<file path="config.mk">
export PLATFORM = sky130hd
export DESIGN_NAME = baud_tick_gen
export DESIGN_NICKNAME = d
export VERILOG_FILES = /design/src/rtl/baud_pkg.sv /design/src/rtl/baud_stage.sv /design/src/rtl/baud_tick_gen.sv
export SDC_FILE = /design/constraint.sdc
export NUM_CORES = 1
export LEC_CHECK = 0
export BUFFER_PORTS_ARGS = -buffer_cell sky130_fd_sc_hd__buf_2
export CELL_PAD_IN_SITES_DETAIL_PLACEMENT = 0
export CELL_PAD_IN_SITES_GLOBAL_PLACEMENT = 1
export CORE_MARGIN = 1.5
export CORE_UTILIZATION = 35
export CTS_CLUSTER_DIAMETER = 40
export DETAILED_ROUTE_END_ITERATION = 6
export PLACE_DENSITY_LB_ADDON = 0.1
export REMOVE_ABC_BUFFERS = 1
export SYNTH_ARGS = -nofsm -noshare
export SYNTH_HDL_FRONTEND = slang
export SYNTH_SLANG_ARGS = --single-unit
</file>
<file path="constraint.sdc">
create_clock -name clk -period 1.7 [get_ports clk]
set_input_delay 0.51 -clock clk [delete_from_list [all_inputs] [get_ports clk]]
set_output_delay 0.51 -clock clk [all_outputs]
set_load 0.1 [all_outputs]
</file>
<file path="src/rtl/baud_pkg.sv">
package baud_pkg;
  localparam int PRE_W = 4;
  localparam int DIV_W = 8;
  localparam int OVS   = 16;
endpackage

</file>
<file path="src/rtl/baud_stage.sv">
module baud_stage #(
  parameter int W = 4
) (
  input  logic         clk,
  input  logic         rst_n,
  input  logic         clr,
  input  logic         en,
  input  logic [W-1:0] limit,
  output logic         term
);
  logic [W-1:0] cnt;

  assign term = en && (cnt == limit);

  always_ff @(posedge clk) begin
    if (!rst_n)      cnt <= '0;
    else if (clr)    cnt <= '0;
    else if (en)     cnt <= (cnt == limit) ? '0 : cnt + 1'b1;
  end

  // a restart leaves the stage at zero
  assert_restart_clears_R4: assert property (@(posedge clk) disable iff (!rst_n)
    $past(clr) |-> (cnt == '0));

  // the count never passes its modulus
  assert_count_in_range_R2: assert property (@(posedge clk) disable iff (!rst_n)
    cnt <= limit);
endmodule

</file>
<file path="src/rtl/baud_tick_gen.sv">
module baud_tick_gen
  import baud_pkg::*;
#(
  parameter int PW  = PRE_W,
  parameter int DW  = DIV_W,
  parameter int OV  = OVS,
  localparam int CW = PW + DW,
  localparam int BW = $clog2(OV)
) (
  input  logic          clk,
  input  logic          rst_n,
  input  logic          rate_we,
  input  logic [CW-1:0] rate_wdata,
  output logic          tick16_o,
  output logic          bit_tick_o
);
  localparam logic [BW-1:0] BIT_LAST = BW'(OV - 1);

  logic [CW-1:0] rate_q;
  logic          pre_en;

  always_ff @(posedge clk) begin
    if (!rst_n)       rate_q <= '0;
    else if (rate_we) rate_q <= rate_wdata;
  end

  baud_stage #(.W(PW)) u_pre (
    .clk(clk), .rst_n(rst_n), .clr(rate_we), .en(1'b1),
    .limit(rate_q[CW-1:DW]), .term(pre_en));

  baud_stage #(.W(DW)) u_div (
    .clk(clk), .rst_n(rst_n), .clr(rate_we), .en(pre_en),
    .limit(rate_q[DW-1:0]), .term(tick16_o));

  baud_stage #(.W(BW)) u_bit (
    .clk(clk), .rst_n(rst_n), .clr(rate_we), .en(tick16_o),
    .limit(BIT_LAST), .term(bit_tick_o));

  // bit strobe only with an oversampling strobe
  assert_bit_with_tick_R5: assert property (@(posedge clk) disable iff (!rst_n)
    bit_tick_o |-> tick16_o);

  // zero word strobes every cycle
  assert_zero_word_every_cycle_R3: assert property (@(posedge clk) disable iff (!rst_n)
    (rate_q == '0) |-> tick16_o);

  // no strobe in cycle 0 after a write unless the period is one
  assert_restart_quiet_R4: assert property (@(posedge clk) disable iff (!rst_n)
    ($past(rate_we) && (rate_q != '0)) |-> !tick16_o);
endmodule

</file>
Yosys cells after proc, flatten, opt, wreduce, memory -nomap -nowiden
Cells that the tools add are included.
{"block": "word_totals", "reg_bits": 28, "inputBits": 15, "output_inout_bits": 2}
{"block": "op_classes", "reduce_logical": 4, "n_eq_ne": 3, "muxes": 2, "addsub": 3, "bitwise_logic": 1}
{"op": "4-bit by 1-bit adder with 4-bit output, second input constant", "n": 2}
{"op": "8-bit by 1-bit adder with 8-bit output, second input constant", "n": 1}
{"op": "8-bit equality test", "n": 1}
{"op": "8-bit two-way mux", "n": 1}
{"op": "4-bit equality test", "n": 1}
{"op": "4-bit equality test, second input constant", "n": 1}
{"op": "4-bit two-way mux", "n": 1}
{"op": "3-bit OR reduction", "n": 1}
{"op": "1-bit logical AND", "n": 2}
{"op": "2-bit OR reduction", "n": 1}
{"op": "1-bit inverter", "n": 1}

Depth between registers and ports, before layout
{"block": "logic_depth", "ltp_word": 3, "ltp_mapped": 5}

By module
Synthesis repeated with hierarchy kept, for this count alone.
{"block": "hier_totals", "hier_cells": 138, "area_unflattened_um2": 1397.6}
{"mod": "baud_stage (u_bit ...)", "cells_each": 25, "instances": 2, "seq_area_each_um2": 80.1, "area_per_inst_um2": 249.0}
{"mod": "baud_tick_gen", "cells_each": 39, "instances": 1, "seq_area_each_um2": 240.2, "area_per_inst_um2": 454.2}
{"mod": "baud_stage (u_div)", "cells_each": 49, "instances": 1, "seq_area_each_um2": 160.2, "area_per_inst_um2": 445.4}

Least setup slack after synthesis
No wires, ideal clock.
{"block": "synth_path", "kind": "reg2out", "startpoint": "reg u_div.cnt[0]", "endpoint": "out bit_tick_o", "stages_incl_launch_ff": 5, "required_ps": 1190, "setup_slack_ps": -1917, "arrival_ps": 3107, "cell_sequence": "dfxtp_1 xnor2_1 nand4_1 nor3_2 and4_1"}
{"block": "synth_via", "elab_chain_cells": 3}
{"element": "start, declared", "line_no": "baud_stage.sv:11", "rtl": "logic [W-1:0] cnt;"}
{"element": "start signal, assigned", "line_no": "baud_stage.sv:18", "rtl": "else if (en) cnt <= (cnt == limit) ? '0 : cnt + 1'b1;"}
{"element": "8-bit equality test", "line_no": "baud_stage.sv:13", "rtl": "assign term = en && (cnt == limit);"}
{"element": "1-bit logical AND", "line_no": "baud_stage.sv:13"}
{"element": "via tick16_o", "line_no": "baud_tick_gen.sv:14", "rtl": "output logic tick16_o,"}
{"element": "1-bit logical AND", "line_no": "baud_stage.sv:13"}
{"element": "end, declared", "line_no": "baud_tick_gen.sv:15", "rtl": "output logic bit_tick_o"}
The timed path passes the listed nets, and every way through them passes these cells.

Worst setup path after layout
{"block": "layout_path", "startpoint": "reg u_div.cnt[6]", "endpoint": "out bit_tick_o"}
{"block": "layout_via", "elab_chain_cells": 3}
{"element": "8-bit equality test", "line_no": "baud_stage.sv:13"}
{"element": "1-bit logical AND (2 in a row)", "line_no": "baud_stage.sv:13"}
Every way passes these cells.

==> metrics.md <==
| Metric | Value |
|---|---|
| Status | `finished, violations left` |
| Failing checks | `negative setup slack` |
| Final Critical Period | `2.14 ns` |
| Placed instance count | `220` |
| Clock Latency Late Sink | `0.28 ns` |
| Root Driver | `clkbuf_8` |
| Final #Nets | `202` |
| Clock sink total | `28` |
| Fillcell total | `347` |
| DRT antenna net count | `0` |
| Commonest non-fill, non-tap cells in the layout | `26 x buf_4, 16 x dfxtp_2, 15 x mux2i_1` |
| Worst-path clk slew | `0.10 ns` |
| CTS Buffer Depth | `2` |
| Max-cap violations | `0` |
| Grt total ovfl | `0` |
| Final Hold Viols | `0` |
| CP startpoint kind | `flip-flop` |
| Post-synth ARST share | `0%` |
| Max incr delay on CP | `0.35 ns` |
| TritonCTS Buffers | `3` |
| Total GRT Usage | `~16%` |
| Starting Density | `37.0%` |
| Setup Skew | `between 0.003 and 0.004 ns` |
| Layout area overhead | `44.8%` |
| Largest family of logic cells by synthesized area | `simple AND/OR/NAND/NOR gates` |
| Chip Width | `65.7 µm` |
| Yosys warnings | `0` |
| FP Rows | `22` |
| Post-Synth Adder-Cell Area | `2.73%` |
| Crit path DAT | `1.63 ns` |
| Via density | `4.94` |
| Syn_area_per_cell | `9.97 µm²` |
| Hold-critical path depth | `3` |
| Max-slew headroom | `68.5%` |
| CP Max Fanout | `2` |
| Number of global-route vias before repair | `between 1000 and 1500` |
| I/O Buffers | `16` |
| Worst path slowest cell | `dfxtp_2` |
| Final worst path period share | `126%` |
| DR vias | `1142` |
| DRC | `0` |
| Post-synthesis compound-gate area fraction | `8.18%` |
| Layout cells sized above 1 | `48.1%` |
| HPWL after DPL | `2200 µm` |
| H-tree Lvls | `1` |
| Worst reg2reg path depth | `6` |
| Commonest non-fill, non-tap cell in the layout | `buf_4` |
| Area of the core | `approximately 3700 µm²` |
| Routed wire length per instance | `between 10 and 15 µm` |
| Drt first-iter violations | `40` |
| Distinct cells, synth | `30` |
| Worst-Margin Slew | `0.472 ns` |
| IO Pins | `17` |
| Antenna diode count | `0` |
| FF+latch count, synth | `28` |
| Post-synthesis xor/xnor area fraction | `between 10% and 20%` |
| EDFF count, synth | `0` |
| Gpl congestion | `0.739` |
| Pin count of the biggest net entering global routing | `18` |
| Die ar. | `approximately 4300 µm²` |
| DR pass1 iterations | `4` |
| Lkg Pwr | `~0.0008 µW` |
| RSZ-0062 raised after global routing | `yes` |
| Synth Flop Type | `dfxtp_1` |
| Reg2Reg Launch Point | `u_pre.cnt[2]` |
| Initial antenna violation count | `0` |
| Hold WS | `0.484 ns` |
| Power per cell area | `between 700 and 800 nW/µm²` |
| Synth Instances | `138` |
| Finish-stage setup viols | `2` |
| Crit path cell chain | `xnor2_2 -> nand4_1 -> nor3_4 -> and4_4 -> buf_12` |
| FF-to-FF setup slack | `0.09 ns` |
| Synthesized area | `1380 µm²` |
| Worst Setup Slack, final | `-0.440 ns` |
| Post-synthesis mux area share | `10.9%` |
| CTS tree | `built` |
| Final Non-Filler Cells | `231` |
| Critical path class | `reg2out` |
| Worst Setup SP | `u_div.cnt[6]` |
| Post-synthesis sequential area ratio | `40.7%` |
| First-pass GRT wire length | `5270 µm` |
| Crit path required time | `1.19 ns` |
| VDD IR max | `510 µV` |
| HP Start | `rate_wdata[0]` |
| Final WL | `3080 µm` |
| Post-Synth Simple-Gate Area | `24.0%` |
| Maximum clock frequency | `~0.47 GHz` |
| Hold Crit Class | `in2reg` |
| Pins Over Slew Limit | `0` |
| Worst setup EP type | `primary output` |
| Die height | `65.7 µm` |
## routing by layer
layer / track usage, % / share of wire (%) / vias to the layer above / wire [µm]
met4: 4.43 / 0.81 / 0 / 25
met1: 19.9 / 47 / 530 / 1440
met3: 4.28 / 3.9 / 5 / 121
met5: 0 / 0 / - / 0
met2: 26.4 / 49 / 23 / 1500
li1: - / - / 584 / -
## final timing paths
| check | to |
|---|---|
| setup / recovery | bit_tick_o |
| hold / removal | rate_q[0] |
| setup reg to reg | u_div.cnt[5] |
| hold reg to reg | u_bit.cnt[1] |
## metrics by stage
step	TNS [ns]	power [µW]	cell area [µm²]	utilization (%)	worst slack [ns]
floorplan	-4.46	857	1360	-	-1.94
global placement	-0.208	970	1700	45.7	-0.157
detailed placement	-0.320	973	1700	45.7	-0.214
CTS	-3.34	1590	1940	52.2	-0.451
global route	-1.06	1640	1990	53.6	-0.539
finish	-0.866	1570	1990	53.6	-0.440
## report_power, final
| group | leakage (µW) | total (µW) | internal [µW] | switching, µW |
|---|---|---|---|---|
| Clock | 0.0000357 | 535 | 316 | 219 |
| Sequential | 0.000237 | 705 | 679 | 26.2 |
| Combinational | 0.000510 | 330 | 177 | 154 |
## worst max-delay path, delay by kind of cell, from the launching register on
kind | cells | cell delay, ns
DFF | 1 | 0.35
and+or+nand+nor | 3 | 0.65
xor gates and xnor gates | 1 | 0.17
buffers and inverters | 1 | 0.17
## synthesized netlist by cell type, types with 5 or more instances
cell type  count  share of area (%)
a21oi_1        7                2.5
and4_1         5                3.2
dfxtp_1       28                 41
mux2i_1       15                 11
nand2_1        8                2.2
nand3_1        5                1.8
nand4_1        5                2.3
nor2b_1       13                5.9
o21ai_0        6                2.2
or3_1          5                2.3
xnor2_1       10                6.4
## cells by family (layout without fill, tap and decap cells)
group           after synthesis  in the layout
simple gates                 53             53
flops                        28             28
compound gates               18             18
xor+xnor                     15             15
mux                          15             15
buf+inv                       6             51
fa+ha+maj                     3              3
## flip-flops by register name, summed over array words and instances (netlist names)
signal,cells
rate_q,12
u_div.cnt,8
u_bit.cnt,4
u_pre.cnt,4
## timing repair
item                       in CTS  in global routing
resized for setup              26                 24
setup buffers                   9                  6
pin swaps                      14                 14
hold buffers                    0                  0
setup endpoints to repair       2                 11
## final cells by class
class	instances	area, µm²	area share [%]
clock buffers	3	41.3	2.07
clock inverters	1	30.0	1.51
inverters	1	3.75	0.188
multi-input cells	104	911	45.7
flip-flops and latches	28	588	29.5
well taps	48	60.1	3.01
repair buffers	46	359	18.0
(Power assumes the default switching activity.)
